$ cat src/rtl/csa_pkg.sv
package csa_pkg;

  // population count of a mask of up to 64 bits, used at elaboration
  function automatic int mask_ones(input logic [63:0] v);
    int n;
    n = 0;
    for (int i = 0; i < 64; i++) begin
      if (v[i]) n++;
    end
    return n;
  endfunction

  // vectors in the tree: N operands plus the constant when it is needed
  function automatic int leaf_count(input int n, input int k, input bit const_en);
    bit need_const;
    need_const = const_en || (k > n - 1);
    return need_const ? n + 1 : n;
  endfunction

endpackage

$ cat src/rtl/csa_sign_sel.sv
module csa_sign_sel #(
  parameter int          W        = 12,
  parameter int          N        = 5,
  parameter logic [N-1:0] SUB_MASK = '0
) (
  input  logic [N*W-1:0] raw_ops,
  output logic [N*W-1:0] tree_ops
);

  for (genvar i = 0; i < N; i++) begin : g_op
    if (SUB_MASK[i]) begin : g_neg
      // inverted here; the +1 is injected inside the tree
      assign tree_ops[i*W +: W] = ~raw_ops[i*W +: W];
    end else begin : g_pos
      assign tree_ops[i*W +: W] = raw_ops[i*W +: W];
    end
  end

endmodule

$ cat src/rtl/csa_row.sv
module csa_row #(
  parameter int W = 12
) (
  input  logic [W-1:0] x,
  input  logic [W-1:0] y,
  input  logic [W-1:0] z,
  input  logic         inj,
  output logic [W-1:0] s,
  output logic [W-1:0] c
);

  assign s    = x ^ y ^ z;
  assign c[0] = inj;

  // majority of the top bit would shift out, so it is not built
  for (genvar b = 0; b < W - 1; b++) begin : g_maj
    assign c[b+1] = (x[b] & y[b]) | (x[b] & z[b]) | (y[b] & z[b]);
  end

  logic [W-1:0] in_total;
  logic [W-1:0] out_total;
  always_comb begin
    in_total  = x + y + z + {{(W-1){1'b0}}, inj};
    out_total = s + c;
    // a row keeps the weighted total of its inputs
    a_r6_row_conserves: assert (in_total == out_total)
      else $error("row total %0h != %0h", out_total, in_total);
  end

endmodule

$ cat src/rtl/csa_tree.sv
module csa_tree #(
  parameter int W = 12,
  parameter int M = 6,
  parameter int K = 1
) (
  input  logic [M*W-1:0] leaves,
  output logic [W-1:0]   vec_a,
  output logic [W-1:0]   vec_b,
  output logic           cin
);

  localparam int ROWS = M - 2;
  localparam int POOL = 3 * M - 4;

  // pool of vectors used first in, first out: row r reads slots 3r..3r+2
  // and writes slots M+2r and M+2r+1, which gives a tree of log depth
  logic [POOL-1:0][W-1:0] pool;

  for (genvar i = 0; i < M; i++) begin : g_leaf
    assign pool[i] = leaves[i*W +: W];
  end

  for (genvar r = 0; r < ROWS; r++) begin : g_row
    csa_row #(.W(W)) u_row (
      .x  (pool[3*r]),
      .y  (pool[3*r+1]),
      .z  (pool[3*r+2]),
      .inj(r < K),
      .s  (pool[M+2*r]),
      .c  (pool[M+2*r+1])
    );
  end

  assign vec_a = pool[3*M-6];
  assign vec_b = pool[3*M-5];
  assign cin   = (K > ROWS);

  logic [W-1:0] leaf_total;
  logic [W-1:0] end_total;
  always_comb begin
    leaf_total = W'(K);
    for (int i = 0; i < M; i++) begin
      leaf_total = leaf_total + leaves[i*W +: W];
    end
    end_total = vec_a + vec_b + {{(W-1){1'b0}}, cin};
    // the reduction as a whole loses nothing
    a_r6_tree_conserves: assert (leaf_total == end_total)
      else $error("tree total %0h != %0h", end_total, leaf_total);
  end

endmodule

$ cat src/rtl/csa_cpa.sv
module csa_cpa #(
  parameter int W = 12
) (
  input  logic [W-1:0] a,
  input  logic [W-1:0] b,
  input  logic         cin,
  output logic [W-1:0] sum
);

  logic [W:0] full;
  logic       unused_carry;

  assign full         = {1'b0, a} + {1'b0, b} + {{W{1'b0}}, cin};
  assign sum          = full[W-1:0];
  assign unused_carry = full[W];

endmodule

$ cat src/rtl/csa_sum_tree.sv
module csa_sum_tree
  import csa_pkg::*;
#(
  parameter int           W         = 12,
  parameter int           N         = 5,
  parameter logic [N-1:0] SUB_MASK  = 5'b00100,
  parameter bit           CONST_EN  = 1'b1,
  parameter logic [W-1:0] CONST_VAL = 42
) (
  input  logic           in_valid,
  output logic           in_ready,
  input  logic [N*W-1:0] in_ops,
  output logic           out_valid,
  input  logic           out_ready,
  output logic [W-1:0]   out_sum
);

  localparam int K = mask_ones(64'(SUB_MASK));
  localparam int M = leaf_count(N, K, CONST_EN);
  localparam logic [W-1:0] CVEC = CONST_EN ? CONST_VAL : '0;

  logic [N*W-1:0] tree_ops;
  logic [M*W-1:0] leaves;
  logic [W-1:0]   vec_a;
  logic [W-1:0]   vec_b;
  logic           cin;

  csa_sign_sel #(.W(W), .N(N), .SUB_MASK(SUB_MASK)) u_sign (
    .raw_ops (in_ops),
    .tree_ops(tree_ops)
  );

  if (M > N) begin : g_const
    assign leaves = {CVEC, tree_ops};
  end else begin : g_noconst
    assign leaves = tree_ops;
  end

  csa_tree #(.W(W), .M(M), .K(K)) u_tree (
    .leaves(leaves),
    .vec_a (vec_a),
    .vec_b (vec_b),
    .cin   (cin)
  );

  csa_cpa #(.W(W)) u_cpa (
    .a  (vec_a),
    .b  (vec_b),
    .cin(cin),
    .sum(out_sum)
  );

  // no storage: the handshake passes straight through
  assign out_valid = in_valid;
  assign in_ready  = out_ready;

  logic [W-1:0] model_sum;
  always_comb begin
    model_sum = CVEC;
    for (int i = 0; i < N; i++) begin
      if (SUB_MASK[i]) model_sum = model_sum - in_ops[i*W +: W];
      else             model_sum = model_sum + in_ops[i*W +: W];
    end
    // result is the signed sum modulo 2^W
    a_r1_signed_sum: assert (out_sum == model_sum)
      else $error("sum %0h != %0h", out_sum, model_sum);
    // input and output transfers coincide
    a_r7_transfer_pair: assert ((out_valid && out_ready) == (in_valid && in_ready))
      else $error("handshake transfers differ");
  end

endmodule

$ cat config.mk
export PLATFORM = sky130hd
export DESIGN_NAME = csa_sum_tree
export DESIGN_NICKNAME = d
export VERILOG_FILES = /design/src/rtl/csa_pkg.sv /design/src/rtl/csa_sign_sel.sv /design/src/rtl/csa_row.sv /design/src/rtl/csa_tree.sv /design/src/rtl/csa_cpa.sv /design/src/rtl/csa_sum_tree.sv
export SDC_FILE = /design/constraint.sdc
export NUM_CORES = 1
export LEC_CHECK = 0
export ABC_AREA = 1
export BUFFER_PORTS_ARGS = -buffer_cell sky130_fd_sc_hd__buf_4
export CORE_AREA = 2 2 71 73
export DETAILED_ROUTE_END_ITERATION = 10
export DIE_AREA = 0 0 73 75
export GPL_TIMING_DRIVEN = 0
export PLACE_DENSITY = 0.66
export SYNTH_ARGS = -nofsm -noshare
export SYNTH_HDL_FRONTEND = slang
export SYNTH_SLANG_ARGS = --single-unit
$ cat constraint.sdc
create_clock -name vclk -period 5.4
set_clock_uncertainty 0.1 [all_clocks]
set_input_delay 0 -clock vclk [all_inputs]
set_output_delay 0 -clock vclk [all_outputs]
set_load 0.01 [all_outputs]
==> results.toml, run 1 <==
[sta]
hold_slack_ns = 0.0768
fin_crit_ns = 3.11
setup_ws_ns = 2.29
worstMarginPinSlew_ns = 0.209
slew_headroom_pct = 86.1
rsz0062_at_grt = "no"
timing.fmax_mhz = 322
slew_viol_final = 0
fin_crit_sh_pct = 57.5
hold_violations = 0
finalSetupTns_ns = 0
setup_viol = 0

[finish]
final_common_cell = "inv_1"
regArea_um2 = 0
nets = 405
diodes = 0
most-common-layout-cells = "inv_1, buf_4, nand2_1, fa_1, ha_1"
drive_above_1_share_pct = 27.1
clock_buffers = 0
synthToLayoutAreaGrowth_pct = 39.2
seq_cell_count = 0

[logic_synthesis]
synth_area_leader_cell = "fa_1"
syn_nets = 329
ys_warn_count = 0
synth_top_cells_by_area = "fa_1, inv_1, ha_1, nand2_1, xor2_1"
syn_area_per_cell_um2 = 7.43
synth_cells = 214
ys_types = 16
yosysSeqAreaShare_pct = 0
syn_area_um2 = 1590
yosysTopAreaCellShare_pct = 40.3

[floorplanning]
core_area_um2 = 4660
row_count = 25
initial_utilization_pct = 34.1
die_area_um2 = 5480
die_w_um = 73
pin_count = 76
die_y_um = 75

[worst_setup_path]
path_class = "in -> out"
required_ns = 5.30
startpoint = "in_ops[2]"
crit_path_cell_trace = "buf_4, inv_1, fa_1, inv_1, fa_1, fa_1, ha_1, fa_1, nand3_1, nand3_1, nand4_1, nand2_1, nand2_1, nand2_1, buf_4"
crit_path_start_kind = "primary input"
endpoint_kind = "output pin"
path_max_fanout = 4
max_stage_delay_ns = 0.57
cpMaxStageDelayCell = "fa_1"
crit_top_cell = "fa_1"
worstPathArrival_ns = 3.01

[hold_path]
min_path_cells = 2
worstHoldEndpoint = "out_valid"
hp-class = "in -> out"
worstHoldStart = "in_valid"

[routing]
first_pass_iters = 4
via_per_inst = 4.19
num_vias = 1434
wl_per_cell_um = 8.20
wirelength_um = 2800
drc = 0
drt-initial-drc-count = 9
ant_nets = 0

[global_route]
grt-ovfl-total = 0
grt_pass1_vias = 1367
antenna_found_initial = 0
track_usage_pct = 10.8
grt_start_max_net_pins = 7
grt_pass1_wl_um = 5020

[status]
status = "finished clean"

[placed_design]
port_buffers = 74
dp_hpwl_um = 2780
dp_slack_ns = 2.30
routabilityCongestion = 0.748

[power_and_ir_drop]
vdd_drop_max_mv = 0.138
p_leak_nw = 1.41
power.density_nw_per_um2 = 367

[cts]
post_cts.repair.setup_buffers = 0
cts_hold_buf = 0
cts_resized = 0

[run]
drv_cap = 0
[worst max-delay path by stage]
| stage | slack (ns) | end | cells past startpoint |
|---|---|---|---|
| finish | 2.29 | out_sum[10] | 15 |
| global route | 2.13 | out_sum[10] | 15 |
| CTS | 2.28 | out_sum[10] | 15 |
| detailed placement | 2.30 | out_sum[10] | 15 |
| global placement | 2.28 | out_sum[10] | 15 |
| floorplan | 2.63 | out_sum[10] | 12 |
[worst max-delay path: cells and delay by family]
| kind | cells | cell delay, ns |
|---|---|---|
| simple gates | 6 | 0.48 |
| fa+ha+maj | 5 | 2.22 |
| buf+inv | 4 | 0.32 |
[stage by stage]
stage / total power [mW] / std cells / instance area, um^2 / util (%)
after floorplan: 0.520 / 214 / 1590 / -
after global placement: 0.821 / 342 / 2210 / 47.5
after detailed placement: 0.832 / 342 / 2210 / 47.5
after CTS: 0.835 / 342 / 2210 / 47.5
after global routing: 0.929 / 342 / 2210 / 47.5
final: 0.812 / 342 / 2210 / 47.5
[final cells by class]
type | instances | area (um^2)
fillers | 494 | 2450
repair buffers | 74 | 556
multi-input cells | 130 | 1270
plain buffers | 2 | 15.0
inverters | 82 | 308
well taps | 54 | 67.6
[synth_stat cells]
cell type and number:
nand3_1 10, nor2_2 1, and3_1 1, ha_1 21, a21o_1 2, nand2_2 1
nand4_1 2, xnor2_1 1, inv_1 82, buf_4 2, a21oi_1 4, nor2_1 7
a31oi_1 1, fa_1 32, xor2_1 6, nand2_1 41
[kinds of logic (layout without fill, tap and decap cells)]
| family | after synthesis | count (layout) | share of synthesized area [%] |
|---|---|---|---|
| AO/OA/AOI/OAI | 7 | 7 | 2.60 |
| buffers and inverters | 84 | 158 | 20.3 |
| AND/OR/NAND/NOR | 63 | 63 | 16.4 |
| adder cells (fa/ha/maj) | 53 | 53 | 56.8 |
| XOR/XNOR | 7 | 7 | 3.86 |
[routing by layer]
| layer | track usage, % | vias to the layer above | wire (um) |
|---|---|---|---|
| met4 | 0.617 | 0 | 16 |
| met1 | 12.5 | 623 | 1110 |
| met5 | 0 | - | 0 |
| met2 | 21.9 | 58 | 1400 |
| met3 | 1.47 | 2 | 273 |
| li1 | - | 751 | - |
[power breakdown]
| group | internal, mW | switching, mW | leakage (nW) | total [mW] |
|---|---|---|---|---|
| Clock | 0 | 0 | 0 | 0 |
| Sequential | 0 | 0 | 0 | 0 |
| Combinational | 0.384 | 0.428 | 1.41 | 0.812 |
| Total | 0.384 | 0.428 | 1.41 | 0.812 |
Note: power is estimated with default switching activity, not from simulation.
==> run 2: changes to the inputs <==
--- a/config.mk
+++ b/config.mk
@@ -11,7 +11,7 @@
 export DETAILED_ROUTE_END_ITERATION = 10
 export DIE_AREA = 0 0 73 75
 export GPL_TIMING_DRIVEN = 0
-export PLACE_DENSITY = 0.66
+export PLACE_DENSITY = 0.68
 export SYNTH_ARGS = -nofsm -noshare
 export SYNTH_HDL_FRONTEND = slang
 export SYNTH_SLANG_ARGS = --single-unit
==> constraint.sdc (replaced) <==
create_clock -name vclk -period 2.6
set_clock_uncertainty 0.1 [all_clocks]
set_input_delay 0 -clock vclk [all_inputs]
set_output_delay 0 -clock vclk [all_outputs]
set_load 0.01 [all_outputs]
==> run 2 against run 1 <==
- the run now ends with negative setup slack left
- power increased to 2.8 times the previous value
- final area up 13%
- setup slack got worse by 2.5 ns
- sequential cell count did not move
- largest cell class unchanged
==> results.toml, run 2 (synthesis gave the netlist of run 1 again) <==
[run]
drv_cap = 0

[power_and_ir_drop]
p_total_mw = 2.30
combPwrFrac_pct = 100.0
power_switching_mw = 1.11
vdd_drop_max_mv = 0.442
internal-power_mw = 1.19
pwr-share-seq_pct = 0
swShare_pct = 48.2
power.share.clock_pct = 0
p_leak_nw = 1.47
power.density_nw_per_um2 = 921

[routing]
wl_per_cell_um = 8.61
first_pass_iters = 3
via_per_inst = 4.29
wirelength_um = 3020
drc = 0
drt-initial-drc-count = 10
ant_nets = 0
num_vias = 1506

[worst_setup_path]
worstPathArrival_ns = 2.75
path_class = "in -> out"
cp.buffers_inverters = 4
path_delay_family = "adder cells"
crit_top_cell = "fa_1"
endpoint_kind = "output pin"
crit_path_start_kind = "primary input"
cpMaxStageDelayCell = "fa_1"
path_max_fanout = 3
max_stage_delay_ns = 0.53
required_ns = 2.50
crit_path_cell_trace = "buf_6, fa_1, inv_1, fa_1, fa_1, ha_4, fa_2, nand3_2, nand3_2, buf_4, xor2_1, buf_4"

[global_route]
track_usage_pct = 12.2
grt_pass1_vias = 1562
grt_start_max_net_pins = 6
grt_pass1_wl_um = 5620
antenna_found_initial = 0
grt-ovfl-total = 0

[sta]
timing.fmax_mhz = 351
fin_crit_sh_pct = 110
rsz0062_at_grt = "yes"
slew_headroom_pct = 87.0
fin_crit_ns = 2.85
setup_viol = 7
slew_viol_final = 0
setup_ws_ns = -0.251
hold_violations = 0
worstMarginPinSlew_ns = 0.195

[status]
violations = "negative setup slack"
status = "finished with violations"

[floorplanning]
die_y_um = 75
row_count = 25
die_w_um = 73
initial_utilization_pct = 34.1
pin_count = 76
core_area_um2 = 4660
die_area_um2 = 5480

[finish]
nets = 414
diodes = 0
most-common-layout-cells = "buf_4, inv_1, nand2_1, fa_1, ha_1"
clock_buffers = 0
final_common_cell = "buf_4"
fin_cells = 351
seq_cell_count = 0
drive_above_1_share_pct = 41.8
regArea_um2 = 0
synthToLayoutAreaGrowth_pct = 57.0
fill_cells = 457

[placed_design]
placedCellCount = 342
port_buffers = 74
dp_slack_ns = -0.343
routabilityCongestion = 0.741
dp_hpwl_um = 2810

[hold_path]
hp-class = "in -> out"
## run 2: cell count changes in the layout (fill, tap and decap cells not counted), sizes merged
cell	change
buf	+9
## run 2: cell type report
| type | count | area [um^2] | share of cell area (%) |
|---|---|---|---|
| multi-input combinational | 130 | 1450 | 58.2 |
| timing repair buffer | 83 | 653 | 26.2 |
| inverter | 82 | 308 | 12.3 |
| tap | 54 | 67.6 | 2.71 |
| buffer | 2 | 15.0 | 0.602 |
## run 2: final timing paths
path | from | end | slack, ns | depth (start not counted)
worst max-delay path | in_ops[26] | out_sum[6] | -0.25 | 12
worst min-delay path | in_valid | out_valid | 0.08 | 2
## run 2: timing repair
| item | CTS | global route |
|---|---|---|
| setup endpoints to repair | 9 | 8 |
| pin swaps | 36 | 17 |
| gates resized for setup | 23 | 15 |
| buffers inserted | 6 | 3 |
| hold buffers | 0 | 0 |
## run 2: through the flow
stage | utilization, % | hold WS [ns] | cell area [um^2] | setup TNS (ns)
after global routing | 53.6 | 0.0789 | 2500 | -2.04
after floorplan | - | -0.00823 | 1670 | 0
after CTS | 52.2 | 0.0787 | 2430 | -1.20
final | 53.6 | 0.0773 | 2500 | -1.20
after detailed placement | 49.3 | 0.0784 | 2300 | -1.77
after global placement | 49.3 | 0.0774 | 2300 | -1.71
## run 2: metal layers
| layer | track usage, % | up-vias | part of all wire, % |
|---|---|---|---|
| met3 | 0.937 | 0 | 9.4 |
| met4 | 0 | 0 | 0 |
| li1 | - | 773 | - |
| met2 | 25.3 | 61 | 51 |
| met5 | 0 | - | 0 |
| met1 | 14.4 | 672 | 39 |
## run 2: power groups by stage
stage	registers [mW]	logic [mW]	clock network, mW
after floorplan	0	1.24	0
after global routing	0	2.57	0
after global placement	0	1.87	0
final	0	2.30	0
after CTS	0	2.18	0
after detailed placement	0	1.89	0
